File: src/rtl/spi_hreq_pkg.sv
package spi_hreq_pkg;
   typedef enum logic [1:0] {
      HREQ_OFF  = 2'b00,
      HREQ_RX   = 2'b01,
      HREQ_TX   = 2'b10,
      HREQ_BOTH = 2'b11
   } hreq_mode_e;
endpackage

File: src/rtl/spi_sync.sv
module spi_sync #(
   parameter int   STAGES = 2,
   parameter logic INIT   = 1'b0
) (
   input  logic clk,
   input  logic rst_n,
   input  logic din,
   output logic q
);
   logic [STAGES-1:0] chain;

   always_ff @(posedge clk or negedge rst_n) begin
      if (!rst_n) chain <= {STAGES{INIT}};
      else        chain <= {chain[STAGES-2:0], din};
   end

   assign q = chain[STAGES-1];
endmodule

File: src/rtl/spi_rx_fifo.sv
module spi_rx_fifo #(
   parameter int W     = 8,
   parameter int DEPTH = 2
) (
   input  logic         clk,
   input  logic         rst_n,
   input  logic         push,
   input  logic [W-1:0] din,
   input  logic         pop,
   output logic [W-1:0] dout,
   output logic         full,
   output logic         empty
);
   localparam int CNT_W = $clog2(DEPTH + 1);

   logic [CNT_W-1:0] count;
   logic             do_push, do_pop;

   assign full    = (count == CNT_W'(DEPTH));
   assign empty   = (count == '0);
   assign do_push = push & ~full;
   assign do_pop  = pop & ~empty;

   always_ff @(posedge clk or negedge rst_n) begin
      if (!rst_n)                 count <= '0;
      else if (do_push & ~do_pop) count <= count + 1'b1;
      else if (do_pop & ~do_push) count <= count - 1'b1;
   end

   generate
      if (DEPTH == 1) begin : g_single
         logic [W-1:0] slot;
         always_ff @(posedge clk) begin
            if (do_push) slot <= din;
         end
         assign dout = slot;
      end else begin : g_ring
         localparam int PTR_W = $clog2(DEPTH);
         logic [W-1:0]     mem [DEPTH];
         logic [PTR_W-1:0] wp, rp;

         always_ff @(posedge clk or negedge rst_n) begin
            if (!rst_n) begin
               wp <= '0;
               rp <= '0;
            end else begin
               if (do_push) wp <= (wp == PTR_W'(DEPTH-1)) ? '0 : wp + 1'b1;
               if (do_pop)  rp <= (rp == PTR_W'(DEPTH-1)) ? '0 : rp + 1'b1;
            end
         end

         always_ff @(posedge clk) begin
            if (do_push) mem[wp] <= din;
         end

         assign dout = mem[rp];
      end
   endgenerate


   pop_empty_chk: assert property (@(posedge clk) disable iff (!rst_n)
      (pop && empty && !push) |=> empty);
endmodule

File: src/rtl/spi_shift_core.sv
module spi_shift_core #(
   parameter int WORD_W = 8
) (
   input  logic              clk,
   input  logic              rst_n,
   input  logic              cpol,
   input  logic              cpha,
   input  logic              sck_s,
   input  logic              ss_n_s,
   input  logic              mosi_s,
   input  logic [WORD_W-1:0] tx_data,
   input  logic              tx_wr,
   output logic              miso,
   output logic              word_start,
   output logic              word_done,
   output logic [WORD_W-1:0] word_data,
   output logic              busy,
   output logic              tx_loaded
);
   localparam int CW = $clog2(WORD_W);

   logic              sck_prev, busy_q, loaded_q, hold_full;
   logic [CW-1:0]     bit_cnt, tx_idx;
   logic [WORD_W-1:0] hold, tx_word, rx_sr, tx_view;
   logic              rise, fall, lead, trail, ss_act, samp, shft, last_bit, load;

   assign rise     = sck_s & ~sck_prev;
   assign fall     = ~sck_s & sck_prev;
   assign lead     = cpol ? fall : rise;
   assign trail    = cpol ? rise : fall;
   assign ss_act   = ~ss_n_s;
   assign samp     = ss_act & (cpha ? trail : lead);
   assign shft     = ss_act & (cpha ? lead : trail);
   assign last_bit = (bit_cnt == CW'(WORD_W-1));

   assign word_start = ss_act & lead & ~busy_q;
   assign word_done  = samp & last_bit;
   assign word_data  = {rx_sr[WORD_W-2:0], mosi_s};
   assign load       = ~busy_q & hold_full & ~word_start;

   assign tx_view   = tx_word << tx_idx;
   assign miso      = tx_view[WORD_W-1];
   assign busy      = busy_q;
   assign tx_loaded = loaded_q;

   always_ff @(posedge clk or negedge rst_n) begin
      if (!rst_n) begin
         sck_prev  <= 1'b0;
         busy_q    <= 1'b0;
         loaded_q  <= 1'b0;
         hold_full <= 1'b0;
         bit_cnt   <= '0;
         tx_idx    <= '0;
         hold      <= '0;
         tx_word   <= '0;
         rx_sr     <= '0;
      end else begin
         sck_prev <= sck_s;

         if (load) begin
            tx_word   <= hold;
            hold_full <= 1'b0;
         end
         if (tx_wr) begin
            hold      <= tx_data;
            hold_full <= 1'b1;
         end

         if (word_start)  loaded_q <= 1'b0;
         else if (load)   loaded_q <= 1'b1;

         if (!ss_act) begin
            bit_cnt <= '0;
            busy_q  <= 1'b0;
            tx_idx  <= '0;
         end else begin
            if (word_start) busy_q <= 1'b1;
            if (samp) begin
               rx_sr <= word_data;
               if (last_bit) begin
                  bit_cnt <= '0;
                  busy_q  <= 1'b0;
                  tx_idx  <= '0;
               end else begin
                  bit_cnt <= bit_cnt + 1'b1;
               end
            end
            if (shft && busy_q) tx_idx <= tx_idx + 1'b1;
         end
      end
   end


   abort_clear_chk: assert property (@(posedge clk) disable iff (!rst_n)
      !ss_act |=> (bit_cnt == '0 && !busy_q && tx_idx == '0));


   loaded_idle_chk: assert property (@(posedge clk) disable iff (!rst_n)
      loaded_q |-> !busy_q);
endmodule

File: src/rtl/spi_hreq_slave.sv
module spi_hreq_slave
   import spi_hreq_pkg::*;
#(
   parameter int WORD_W      = 8,
   parameter int FIFO_DEPTH  = 2,
   parameter int SYNC_STAGES = 2
) (
   input  logic              clk,
   input  logic              rst_n,
   input  logic              cpol,
   input  logic              cpha,
   input  logic [1:0]        hreq_mode,
   input  logic [WORD_W-1:0] tx_data,
   input  logic              tx_wr,
   output logic [WORD_W-1:0] rx_data,
   input  logic              rx_rd,
   output logic              rx_not_empty,
   output logic              rx_overrun,
   input  logic              sck,
   input  logic              ss_n,
   input  logic              mosi,
   output logic              miso,
   output logic              hreq
);
   generate
      if (WORD_W < 2)      begin : g_bad_word  $error("WORD_W must be at least 2");      end
      if (FIFO_DEPTH < 1)  begin : g_bad_depth $error("FIFO_DEPTH must be at least 1");  end
      if (SYNC_STAGES < 2) begin : g_bad_sync  $error("SYNC_STAGES must be at least 2"); end
   endgenerate

   logic              sck_s, ss_n_s, mosi_s;
   logic              word_start, word_done, busy, tx_loaded;
   logic              fifo_full, fifo_empty, rx_cond, tx_cond;
   logic [WORD_W-1:0] word_data;
   hreq_mode_e        mode;

   spi_sync #(.STAGES(SYNC_STAGES), .INIT(1'b0)) u_sync_sck (
      .clk(clk), .rst_n(rst_n), .din(sck), .q(sck_s));
   spi_sync #(.STAGES(SYNC_STAGES), .INIT(1'b1)) u_sync_ss (
      .clk(clk), .rst_n(rst_n), .din(ss_n), .q(ss_n_s));
   spi_sync #(.STAGES(SYNC_STAGES), .INIT(1'b0)) u_sync_mosi (
      .clk(clk), .rst_n(rst_n), .din(mosi), .q(mosi_s));

   spi_shift_core #(.WORD_W(WORD_W)) u_core (
      .clk(clk), .rst_n(rst_n), .cpol(cpol), .cpha(cpha),
      .sck_s(sck_s), .ss_n_s(ss_n_s), .mosi_s(mosi_s),
      .tx_data(tx_data), .tx_wr(tx_wr), .miso(miso),
      .word_start(word_start), .word_done(word_done), .word_data(word_data),
      .busy(busy), .tx_loaded(tx_loaded));

   spi_rx_fifo #(.W(WORD_W), .DEPTH(FIFO_DEPTH)) u_fifo (
      .clk(clk), .rst_n(rst_n), .push(word_done), .din(word_data),
      .pop(rx_rd), .dout(rx_data), .full(fifo_full), .empty(fifo_empty));

   assign rx_not_empty = ~fifo_empty;
   assign mode         = hreq_mode_e'(hreq_mode);
   assign rx_cond      = ~busy & ~fifo_full;
   assign tx_cond      = tx_loaded;

   always_comb begin
      unique case (mode)
         HREQ_RX:   hreq = rx_cond;
         HREQ_TX:   hreq = tx_cond;
         HREQ_BOTH: hreq = rx_cond & tx_cond;
         default:   hreq = 1'b0;
      endcase
   end

   always_ff @(posedge clk or negedge rst_n) begin
      if (!rst_n)                       rx_overrun <= 1'b0;
      else if (word_done && fifo_full)  rx_overrun <= 1'b1;
      else if (rx_rd)                   rx_overrun <= 1'b0;
   end


   hreq_off_chk: assert property (@(posedge clk) disable iff (!rst_n)
      (hreq_mode == 2'b00) |-> !hreq);


   hreq_drop_chk: assert property (@(posedge clk) disable iff (!rst_n)
      (word_start && hreq_mode == $past(hreq_mode)) |=> !hreq || (hreq_mode != $past(hreq_mode)) || !busy);


   overrun_set_chk: assert property (@(posedge clk) disable iff (!rst_n)
      (word_done && fifo_full) |=> rx_overrun);


   not_empty_chk: assert property (@(posedge clk) disable iff (!rst_n)
      word_done |=> rx_not_empty);
endmodule

File: config.mk
export PLATFORM = sky130hd
export DESIGN_NAME = spi_hreq_slave
export DESIGN_NICKNAME = d
export VERILOG_FILES = /design/src/rtl/spi_hreq_pkg.sv /design/src/rtl/spi_sync.sv /design/src/rtl/spi_rx_fifo.sv /design/src/rtl/spi_shift_core.sv /design/src/rtl/spi_hreq_slave.sv
export SDC_FILE = /design/constraint.sdc
export NUM_CORES = 1
export LEC_CHECK = 0
export BUFFER_PORTS_ARGS = -buffer_cell sky130_fd_sc_hd__buf_2
export CORE_UTILIZATION = 49
export DETAILED_ROUTE_END_ITERATION = 7
export PLACE_DENSITY = 0.69
export SYNTH_ARGS = -nofsm -noshare
export SYNTH_HDL_FRONTEND = slang
export SYNTH_SLANG_ARGS = --single-unit
File: constraint.sdc
create_clock -name clk -period 2.5 [get_ports clk]
set_input_delay 0.25 -clock clk [delete_from_list [all_inputs] [get_ports clk]]
set_output_delay 0.25 -clock clk [all_outputs]
set_load 0.02 [all_outputs]
* Word level (Yosys, flattened, before mapping)
Memory sizes are Yosys's and may differ from the RTL's.
Index checks and enable logic that the tools add are counted.
** Storage, ports and cells
- Register bits :: 44
- Memory bits (writable) :: 16
- Input port bits :: 19
- Output and inout port bits :: 12
- Logic and storage cells :: 93
- Memories :: 1
** Cells by class
- Add/sub/neg operators :: 6
- Equal/unequal tests :: 5
- Shifts and indexed selects :: 1
- Mux-type cells :: 28
- Bitwise logic cells :: 24
- Reductions and logical operators :: 12
** Memory list
- u_fifo.g_ring.mem :: words 2, width 8, rd ports 1, clocked after memory_dff 0, wr ports 1, line spi_rx_fifo.sv:39 : logic [W-1:0] mem [DEPTH];
** Operators by type and width (count)
- $mux W3 :: 7
- $mux W1 :: 18
- $and A1 B1 Y1 :: 15
- $reduce_bool A2 Y1 :: 5
- $not A1 Y1 :: 9
- $shl A8 B3 Y8 :: 1
- $add A3 B1 Y3 const B :: 2
- $eq A2 B2 Y1 const B :: 3
- $reduce_bool A3 Y1 :: 2
- $mux W2 :: 2
- $reduce_and A2 Y1 :: 2
- $eq A3 B3 Y1 const B :: 1
- $pmux W1 S3 :: 1
- $add A1 B1 Y1 const B :: 2
- $add A2 B1 Y2 const B :: 1
- $eq A2 B1 Y1 const B :: 1
- $logic_and A1 B1 Y1 :: 2
- $logic_not A2 Y1 :: 1
- $sub A2 B1 Y2 const B :: 1

* Logic depth before layout (Yosys ltp)
Gate-level depths: netlist of the first run.
- Word-level depth :: 11
- Gate-level depth with buffers :: 8
- Depth with buffers taken out :: 8

* Cells and area by module
Synthesis of the first run repeated with hierarchy kept, for this count alone.
** Second synthesis, totals
- Cells, all modules :: 164
- Area, all modules :: 2556.2 sq um
** Modules (own cells, without submodules)
- spi_shift_core :: times used 1, cells each 106, area each 1559.0 sq um, seq. area each 825.8 sq um
- spi_rx_fifo :: times used 1, cells each 44, area each 782.0 sq um, seq. area each 580.6 sq um
- spi_sync (u_sync_mosi ...) :: times used 2, cells each 2, area each 50.0 sq um, seq. area each 50.0 sq um
- spi_hreq_slave :: times used 1, cells each 8, area each 62.6 sq um, seq. area each 25.0 sq um
- spi_sync (u_sync_ss) :: times used 1, cells each 2, area each 52.6 sq um, seq. area each 52.6 sq um

* Worst setup path before layout of the first run
OpenSTA, ideal clock, no wires.
- Path kind :: register -> register
- Start point :: register u_sync_ss.chain[1]
- End point :: memory u_fifo.g_ring.mem[0][0], enable pin
- Library setup time :: 0.395 ns
- Data arrival time :: 1.821 ns
- Data required time :: 2.105 ns
- Setup slack :: 0.285 ns
- Cell stages (with the launch flop) :: 6
- Path buffers :: 2
- Period minus slack after synthesis :: 2.215 ns
- Cell sequence :: dfstp_2 -> buf_2 -> nor3b_1 -> mux2i_1 -> buf_2 -> nor4_1
** On the way
- Word-level cells in the longest chain between the ends :: 6
** RTL lines
- start: declaration :: line spi_sync.sv:10 : logic [STAGES-1:0] chain;
- start signal: assignment :: line spi_sync.sv:13 : if (!rst_n) chain <= {STAGES{INIT}};
- start signal: assignment :: line spi_sync.sv:14 : else chain <= {chain[STAGES-2:0], din};
- $not A1 Y1 (no source line)
- $and A1 B1 Y1 :: line spi_shift_core.sv:32 : assign samp = ss_act & (cpha ? trail : lead);
- $and A1 B1 Y1 :: line spi_shift_core.sv:37 : assign word_done = samp & last_bit;
- $and A1 B1 Y1 :: line spi_rx_fifo.sv:21 : assign do_push = push & ~full;
- $mux W1 :: line spi_rx_fifo.sv:53 : if (do_push) mem[wp] <= din;
- $mux W1 (not written as such) :: line spi_rx_fifo.sv:53
- end: declaration :: line spi_rx_fifo.sv:39
Every way passes these cells.

* Worst setup path after layout of the first run
- Start point :: register u_core.tx_idx[0]
- End point :: output miso
** On the way
- Word-level cells in the longest chain between the ends :: 1
** RTL lines
- start: declaration :: line spi_shift_core.sv:23 : logic [CW-1:0] bit_cnt, tx_idx;
- start signal: assignment :: line spi_shift_core.sv:88 : if (shft && busy_q) tx_idx <= tx_idx + 1'b1;
- $shl A8 B3 Y8 :: line spi_shift_core.sv:41 : assign tx_view = tx_word << tx_idx;
- end: declaration :: line spi_hreq_slave.sv:22 : output logic miso,
Every way passes these cells.

==> reports/results.txt, run 1 <==
Num CTS Buffers: 9
Total power per unit cell area: 947.3 nW/um2
Worst Clk Skew: 0.009423 ns
Crit path kind: register to primary output
Post-synthesis instance area: 2494 um2
Synth-to-Final Area Change: 18.87%
Mean instance size in the synthesized netlist: 15.49 um2
Psw: 0.0007120 W
Vert. Die Dim: 73.34 um
RSZ-0062 raised after global routing: no
Min setup slack post-route: 0.4804 ns
Outcome: finished clean
Startpoint of the worst register-to-register path: u_sync_sck.chain[1]
CTS tree: done
Largest net degree at the start of global routing: 45
Vias per cell: 5.004
Clock edge transition at the registers on the reported setup and hold paths: 0.07 ns
Combinational power share: 16.7%
Number of distinct library cells after synthesis: 35
Leftover overflow at the end of global routing: 0
Max frequency: 495.1 MHz
Number of global-route vias before repair: 1429
Worst Tran Pin Value: 0.9972 ns
Multi-input logic area: 865.8 um2
Share of cell area taken by muxes after synthesis: 20.27%
Setup crit start: u_core.tx_idx[0]
DRC viols: 0
Fraction of power consumed by the clock network: 37.0%
Rel. slew slack: 33.39%
Wirelength, routed: 3919 um
Initial antenna violation count: 0
Switching portion of total power: 25.36%
Buffers inserted by post-CTS timing repair: 0
CP Max Fanout: 5
Via count: 1361
Req. time, crit path: 2.25 ns
Number of maximum-capacitance constraint violations: 0
Fraction of the yosys area taken by sequential cells: 63.52%
Sequential standard cell area: 1584 um2
Cells after synthesis: 161
Number of setup violations in the final report: 0
Total placed cells including tap cells: 255
Synthesized Nets: 184
Utilization of the core after routing: 61.53%
Type of destination of the critical path: primary output
Compound-Gate Fraction of Synth Area: 2.810%
Weighted congestion at the end of routability-driven global placement: 0.7682
Final worst path period share: 80.79%
Final net count: 223
PortBufs: 30
#FFs+latches synth: 60
Sinks on Clock Net: 60
Layout filler cell count: 405
Post-route insts no fill: 272
Initial core utilization: 51.77%
Clock buffer depth: 2
Number of violations reported at the end of detailed-routing iteration 0: 83
Number of cell rows: 25
Arithmetic-cell share of the synthesized area counting full adders, half adders and majority gates: 2.007%
Sequential share of power: 46.3%
Worst slack on hold paths: 0.02132 ns
P_int: 0.002096 W
ANT nets after route: 0
Pins over their slew limit: 0
Count of antenna diodes in the layout: 0
Type of the tightest min-delay check: primary input to register
Number of H-tree levels: 3
GRT Resource Usage Total: 17.59%
Drt first pass iters: 4
DR WL/cell: 14.41 um
Horizontal die dimension: 73.34 um
Launch point of the worst hold path: ss_n
Startpoint kind of the worst setup timing path: register
Total die area: 5378 um2
Summed negative setup slack over all endpoints: 0 ns
Top Ports: 31
IR Drop Worst-Case VDD: 0.0005126 V
Period minus WS final: 2.020 ns
Share of final-layout standard cells stronger than drive strength 1: 42.93%
Xor and xnor area share after synthesis: 2.459%
Setup Slack @ Placement: 0.5176 ns
Arrival @ worst endpoint: 1.77 ns
Endpoints failing hold: 0
Global-route wire length before repair: 6713 um
Number of synthesis warnings: 0
Post-DP HPWL: 2732 um
Standard cell core area: 4817 um2
Clock Latency Late Sink: 0.33 ns
Root Driver: sky130_fd_sc_hd__clkbuf_8
Simple-gate share of the synthesized area: 7.175%
Cell leakage power: 1.287 nW
Main combinational cell family by area after synthesis: multiplexers
[kinds of logic after synthesis]
| logic type | Yosys count |
|---|---|
| flip-flops | 60 |
| multiplexers | 41 |
| buffers and inverters | 9 |
| adder cells (fa/ha/maj) | 4 |
| XOR/XNOR | 7 |
| AO/OA/AOI/OAI | 10 |
| AND/OR/NAND/NOR | 30 |
[cell type report]
class	instances	area share, %
well taps	67	2.828
clock inverters	6	3.799
clock buffers	10	4.306
flip-flops and latches	60	53.44
multi-input cells	92	29.21
inverters	4	0.5065
repair buffers	33	5.910
[Yosys cell counts]
cell type                   instances  area [um2]
sky130_fd_sc_hd__a21o_1             1       7.510
sky130_fd_sc_hd__a21oi_2            1       8.760
sky130_fd_sc_hd__a2bb2oi_1          1       8.760
sky130_fd_sc_hd__a311oi_1           1       8.760
sky130_fd_sc_hd__and2_1             1       6.260
sky130_fd_sc_hd__and4bb_2           1       12.51
sky130_fd_sc_hd__buf_2              2       10.01
sky130_fd_sc_hd__buf_6              1       11.26
sky130_fd_sc_hd__clkbuf_1           2       7.510
sky130_fd_sc_hd__dfrtp_1           42        1051
sky130_fd_sc_hd__dfstp_2            2       52.55
sky130_fd_sc_hd__edfxtp_1          16       480.5
sky130_fd_sc_hd__ha_1               4       50.05
sky130_fd_sc_hd__inv_1              4       15.01
sky130_fd_sc_hd__mux2_2            24       270.3
sky130_fd_sc_hd__mux2_4             8       120.1
sky130_fd_sc_hd__mux2i_1            7       70.07
sky130_fd_sc_hd__mux4_2             2       45.04
sky130_fd_sc_hd__nand2_1            5       18.77
sky130_fd_sc_hd__nand2b_1           2       12.51
sky130_fd_sc_hd__nand3b_1           1       7.510
sky130_fd_sc_hd__nor2_1             7       26.28
sky130_fd_sc_hd__nor2b_1            4       25.02
sky130_fd_sc_hd__nor3_2             1       10.01
sky130_fd_sc_hd__nor3b_1            2       15.01
sky130_fd_sc_hd__nor4_1             1       6.260
sky130_fd_sc_hd__nor4bb_1           1       10.01
sky130_fd_sc_hd__o21a_1             1       7.510
sky130_fd_sc_hd__o21ai_0            2       10.01
sky130_fd_sc_hd__o22ai_1            3       18.77
sky130_fd_sc_hd__or2_2              2       12.51
sky130_fd_sc_hd__or2b_1             1       7.510
sky130_fd_sc_hd__or3b_1             1       8.760
sky130_fd_sc_hd__xnor2_1            4       35.03
sky130_fd_sc_hd__xor2_1             3       26.28
[final timing paths]
| kind | endpoint | slack, ns | cells after the start |
|---|---|---|---|
| hold reg to reg | u_sync_sck.chain[1] | 0.35 | 0 |
| hold / removal | u_sync_ss.chain[0] | 0.02 | 1 |
| setup / recovery | miso | 0.48 | 3 |
| max in group asynchronous | u_core.tx_word[0] | 1.85 | 1 |
| min in group asynchronous | u_core.tx_loaded | 0.06 | 1 |
| setup reg to reg | u_core.tx_word[1] | 0.51 | 4 |
[critical path: stages (launching register included)]
cell and delay [ns]:
sky130_fd_sc_hd__dfrtp_1 0.47, sky130_fd_sc_hd__mux4_2 0.52, sky130_fd_sc_hd__mux2_2 0.29, sky130_fd_sc_hd__buf_2 0.16
[per-stage QoR]
step,total power (W),area [um2]
5_1_grt,0.002938,2964
4_1_cts,0.002833,2954
3_3_place_gp,0.001757,2714
6_report,0.002808,2964
2_1_floorplan,0.001646,2494
3_5_place_dp,0.001794,2714
[flip-flops by register name, summed over array words and instances, names as in the netlist, 3 cells and up]
signal             count
u_core.rx_sr           7
u_core.tx_word         8
u_core.tx_idx          3
u_core.hold            8
u_fifo.g_ring.mem     16
u_core.bit_cnt         3
[per-layer routing]
layer	share of wire, %	up-vias	routed length [um]	GRT usage [%]
li1	-	653	-	-
met1	44	670	1741	21.70
met2	49	32	1923	27.78
met3	4.7	6	186	5.898
met4	1.7	0	68	8.974
met5	0	-	0	0
[layout by cell type (no fill, tap or decap), drive strengths merged, types with 4 or more instances in the layout]
cell	synthesis	routed
mux2	32	32
inv	4	4
edfxtp	16	16
dfrtp	42	42
ha	4	4
buf	3	32
xnor2	4	4
mux2i	7	7
nor2	7	7
clkbuf	2	10
nor2b	4	4
nand2	5	5
[power groups by stage]
stage	registers (W)	logic, W	clock network (W)
5_1_grt	0.00132	0.000511	0.00111
4_1_cts	0.00130	0.000476	0.00105
3_3_place_gp	0.00130	0.000453	0
2_1_floorplan	0.00125	0.000393	0
6_report	0.00130	0.000468	0.00104
3_5_place_dp	0.00132	0.000473	0
[what timing repair did]
action                    in CTS  in global routing
hold buffers                   0                  1
gates resized for setup        0                  0
hold endpoints to repair       0                  1
(Power assumes the default switching activity.)
==> run 2, diff against run 1 <==
Settings changed: ABC_AREA set to 1.
Clock period 2.5 ns to 1.88 ns, I/O delays scaled along.
==> run 2 against run 1 <==
Critical path depth rose by 8. Utilization rose by 2.6 points. Via count rose by 29%. Register-to-register slack got worse by 0.36 ns. Synthesized cell count rose by 53%. Combinational power rose by 50%. Synthesized area rose by 0.30%. Non-clock buffer count rose by 8. Die area rose by 0.30%. Cell area rose by 4.2%. Total power rose by 33%.
==> reports/results.txt, run 2 <==
Launch point of the worst hold path: tx_data[1] (was ss_n)
CP Max Fanout: 4 (was 5)
Post-DP HPWL: 2790 um (was 2732 um)
Leading cell types in the layout, fill and taps excluded: 73 x sky130_fd_sc_hd__nand2_1, 41 x sky130_fd_sc_hd__dfrtp_1, 29 x sky130_fd_sc_hd__buf_2 (was 42 x sky130_fd_sc_hd__dfrtp_1, 30 x sky130_fd_sc_hd__buf_2, 24 x sky130_fd_sc_hd__mux2_2)
Synthesized Nets: 270 (was 184)
Total placed cells including tap cells: 345 (was 255)
P_int: 0.002646 W (was 0.002096 W)
Pins over their slew limit: 0 (unchanged)
Synth-to-Final Area Change: 23.51% (was 18.87%)
Total power: 0.003722 W (was 0.002808 W)
Setup Slack @ Placement: 0.03124 ns (was 0.5176 ns)
CTS tree: done (unchanged)
Multi-input logic area: 799.5 um2 (was 865.8 um2)
Number of cell rows: 25 (unchanged)
Psw: 0.001076 W (was 0.0007120 W)
Synth cell count leaders: 73 x sky130_fd_sc_hd__nand2_1, 42 x sky130_fd_sc_hd__dfrtp_1, 31 x sky130_fd_sc_hd__inv_1 (was 42 x sky130_fd_sc_hd__dfrtp_1, 24 x sky130_fd_sc_hd__mux2_2, 16 x sky130_fd_sc_hd__edfxtp_1)
Vias per cell: 4.801 (was 5.004)
Initial core utilization: 51.92% (was 51.77%)
Initial antenna violation count: 0 (unchanged)
Number of H-tree levels: 3 (unchanged)
Post-route insts no fill: 367 (was 272)
Num CTS Buffers: 9 (unchanged)
Synth top area cells: sky130_fd_sc_hd__dfrtp_1 42%, sky130_fd_sc_hd__edfxtp_1 19%, sky130_fd_sc_hd__nand2_1 11% (was sky130_fd_sc_hd__dfrtp_1 42%, sky130_fd_sc_hd__edfxtp_1 19%, sky130_fd_sc_hd__mux2_2 11%)
Count of antenna diodes in the layout: 0 (unchanged)
Share of the synthesized area in the top cell type: 42.02% (was 42.15%)
Endpoints failing hold: 0 (unchanged)
Top Ports: 31 (unchanged)
PortBufs: 30 (unchanged)
Final net count: 318 (was 223)
Cell breakdown of the critical path: buf_4 > nand3_2 > nand3_2 > nand2_4 > nor2_4 > nand3_2 > inv_2 > ha_4 > a21oi_1 > o21ai_1 > xor2_1 (was mux4_2 > mux2_2 > buf_2)
Worst Clk Skew: 0.008588 ns (was 0.009423 ns)
Arrival @ worst endpoint: 1.95 ns (was 1.77 ns)
Share of flip-flops with an asynchronous set or reset after synthesis: 73.33% (unchanged)
Largest net degree at the start of global routing: 24 (was 45)
Sinks on Clock Net: 60 (unchanged)
Sequential standard cell area: 1585 um2 (was 1584 um2)
RSZ-0062 raised after global routing: no (unchanged)
DR WL/cell: 11.64 um (was 14.41 um)
Weighted congestion at the end of routability-driven global placement: 0.7587 (was 0.7682)
Most common library cell in the layout ignoring fill and taps: sky130_fd_sc_hd__nand2_1 (was sky130_fd_sc_hd__dfrtp_1)
DRC viols: 0 (unchanged)
Sequential share of power: 44.0% (was 46.3%)
Crit path kind: register to register (was register to primary output)
Most used cell along the critical path: sky130_fd_sc_hd__nand3_2
ANT nets after route: 0 (unchanged)
Most used flip-flop cell after synthesis: sky130_fd_sc_hd__dfrtp_1 (unchanged)
Switching portion of total power: 28.90% (was 25.36%)
Clock edge transition at the registers on the reported setup and hold paths: 0.07 ns (about the same)
Outcome: finished clean (unchanged)
Worst Tran Pin Value: 0.5069 ns (was 0.9972 ns)
#FFs+latches synth: 60 (unchanged)
Via count: 1762 (was 1361)
RR Endpoint: u_fifo.count[1] (was u_core.tx_word[1])
Number of setup violations in the final report: 0 (unchanged)
Number of synthesis warnings: 0 (unchanged)
Combinational power share: 18.8% (was 16.7%)
Period minus WS final: 1.729 ns
Min setup slack post-route: 0.1512 ns (was 0.4804 ns)
Number of global-route vias before repair: 1680 (was 1429)
Startpoint kind of the worst setup timing path: register (unchanged)
Cells after synthesis: 247 (was 161)
Fraction of the yosys area taken by sequential cells: 63.33% (was 63.52%)
Number of violations reported at the end of detailed-routing iteration 0: 113 (was 83)
Share of final-layout standard cells stronger than drive strength 1: 24.33% (was 42.93%)
Number of synthesized flops with an enable pin: 16 (unchanged)
Most frequent cell after synthesis: sky130_fd_sc_hd__nand2_1 (was sky130_fd_sc_hd__dfrtp_1)
Clock buffer depth: 2 (unchanged)
Utilization of the core after routing: 64.13% (was 61.53%)
IR Drop Worst-Case VDD: 0.0006528 V (was 0.0005126 V)
Cell leakage power: 1.504 nW (was 1.287 nW)
Number of maximum-capacitance constraint violations: 0 (unchanged)
Startpoint of the worst register-to-register path: u_sync_sck.chain[1] (unchanged)
Largest register by flop count: u_fifo.g_ring.mem (unchanged)
Largest delay contributor family on the critical path: simple AND/OR/NAND/NOR gates (was multiplexers)
CP max stage cell: sky130_fd_sc_hd__dfrtp_1 (was sky130_fd_sc_hd__mux4_2)
Fraction of power consumed by the clock network: 37.2% (was 37.0%)
Vert. Die Dim: 73.45 um (was 73.34 um)
Minimum setup slack among reg-to-reg paths: 0.15 ns (was 0.51 ns)
Global-route wire length before repair: 7348 um (was 6713 um)
Summed negative setup slack over all endpoints: 0 ns (unchanged)
Standard cell core area: 4817 um2 (unchanged)
Leftover overflow at the end of global routing: 0 (unchanged)
Type of the tightest min-delay check: primary input to register (unchanged)
Wirelength, routed: 4273 um (was 3919 um)
Cell type with the highest aggregate area in the netlist: sky130_fd_sc_hd__dfrtp_1 (unchanged)
GRT Resource Usage Total: 18.46% (was 17.59%)
Clock Latency Late Sink: 0.34 ns (was 0.33 ns)
Req. time, crit path: 2.10 ns (was 2.25 ns)
Total power per unit cell area: 1205 nW/um2 (was 947.3 nW/um2)
Total die area: 5394 um2 (was 5378 um2)
Root Driver: sky130_fd_sc_hd__clkbuf_8 (unchanged)
WP buf/inv: 2 (was 1)
Rel. slew slack: 66.20% (was 33.39%)
Delay contributed by the slowest stage of the critical path: 0.39 ns (was 0.52 ns)
WHS Path Cells: 3 (was 1)
Endpoint of the worst hold-timing path: u_core.hold[1] (was u_sync_ss.chain[0])
Drt first pass iters: 4 (unchanged)
R2r worst-path depth: 11 (was 4)
Layout filler cell count: 419 (was 405)
Max frequency: 578.4 MHz
Final worst path period share: 91.96%
Horizontal die dimension: 73.45 um (was 73.34 um)
Registers with the most flip-flops: u_fifo.g_ring.mem (16), u_core.hold (8), u_core.tx_word (8) (unchanged)
Type of destination of the critical path: register (was primary output)
Flip-flop count of the largest register after layout: 16 (unchanged)
Post-synthesis instance area: 2501 um2 (was 2494 um2)
Number of distinct library cells after synthesis: 31 (was 35)
Mean instance size in the synthesized netlist: 10.13 um2 (was 15.49 um2)
run 2: worst max-delay path by stage:
stage / depth (start not counted) / startpoint / endpoint / slack (ns)
2_1_floorplan: 11 / u_sync_sck.chain[1] / u_fifo.count[1] / 0.15
3_3_place_gp: 11 / u_sync_sck.chain[1] / u_fifo.count[1] / 0.14
3_5_place_dp: 11 / u_sync_sck.chain[1] / u_fifo.count[1] / 0.03
4_1_cts: 11 / u_sync_sck.chain[1] / u_fifo.count[1] / 0.01
5_1_grt: 11 / u_sync_sck.chain[1] / u_fifo.count[1] / 0.03
6_report: 11 / u_sync_sck.chain[1] / u_fifo.count[1] / 0.15
run 2: per-layer routing:
layer,track usage (%),vias to the layer above,share of wire (%)
met4,9.188,0,1.6
met2,29.56,37,48
met1,22.55,819,47
li1,-,900,-
met3,5.898,6,3.6
met5,0,-,0
run 2: power groups by stage:
stage | registers [W] | clock network [W] | logic, W
2_1_floorplan | 0.00160 | 0 | 0.000505
3_3_place_gp | 0.00165 | 0 | 0.000663
3_5_place_dp | 0.00166 | 0 | 0.000680
4_1_cts | 0.00164 | 0.00141 | 0.000688
5_1_grt | 0.00166 | 0.00146 | 0.000799
6_report | 0.00164 | 0.00138 | 0.000701
run 2: area by class of cell:
type                       count  area share (%)
sequential                    60           51.32
clock inverter                 7           3.726
clock buffer                   9           4.010
timing repair buffer          41           8.343
multi-input combinational    151           25.88
inverter                      32           4.010
tap                           67           2.714
run 2: logic make-up (layout without fill, tap and decap cells):
| logic type | count (synthesis) | in the layout | share of synthesized area [%] |
|---|---|---|---|
| DFF | 60 | 60 | 63.33 |
| xor gates and xnor gates | 3 | 3 | 1.051 |
| muxes | 1 | 1 | 0.4002 |
| and+or+nand+nor | 110 | 110 | 19.96 |
| adders and majority gates | 4 | 4 | 2.001 |
| AOI/OAI and AO/OA | 33 | 33 | 7.054 |
| buffers and inverters | 36 | 89 | 6.202 |
run 2: metrics by stage:
step | hold WS (ns) | area [um2]
5_1_grt | 0.04959 | 3089
4_1_cts | 0.04684 | 3029
6_report | 0.05662 | 3089
2_1_floorplan | -0.1076 | 2501
3_3_place_gp | 0.1845 | 2750
3_5_place_dp | 0.1959 | 2750
run 2: repair_timing:
action | 4_1_cts | 5_1_grt
hold buffers | 4 | 0
endpoints found under the setup margin | 0 | 10
resized for setup | 0 | 13
setup buffers | 0 | 2
hold endpoints to repair | 24 | 0
run 2: worst min-delay path, stage by stage:
cell                      delay, ns
sky130_fd_sc_hd__buf_2         0.07
sky130_fd_sc_hd__nand2_1       0.04
sky130_fd_sc_hd__o21ai_0       0.06
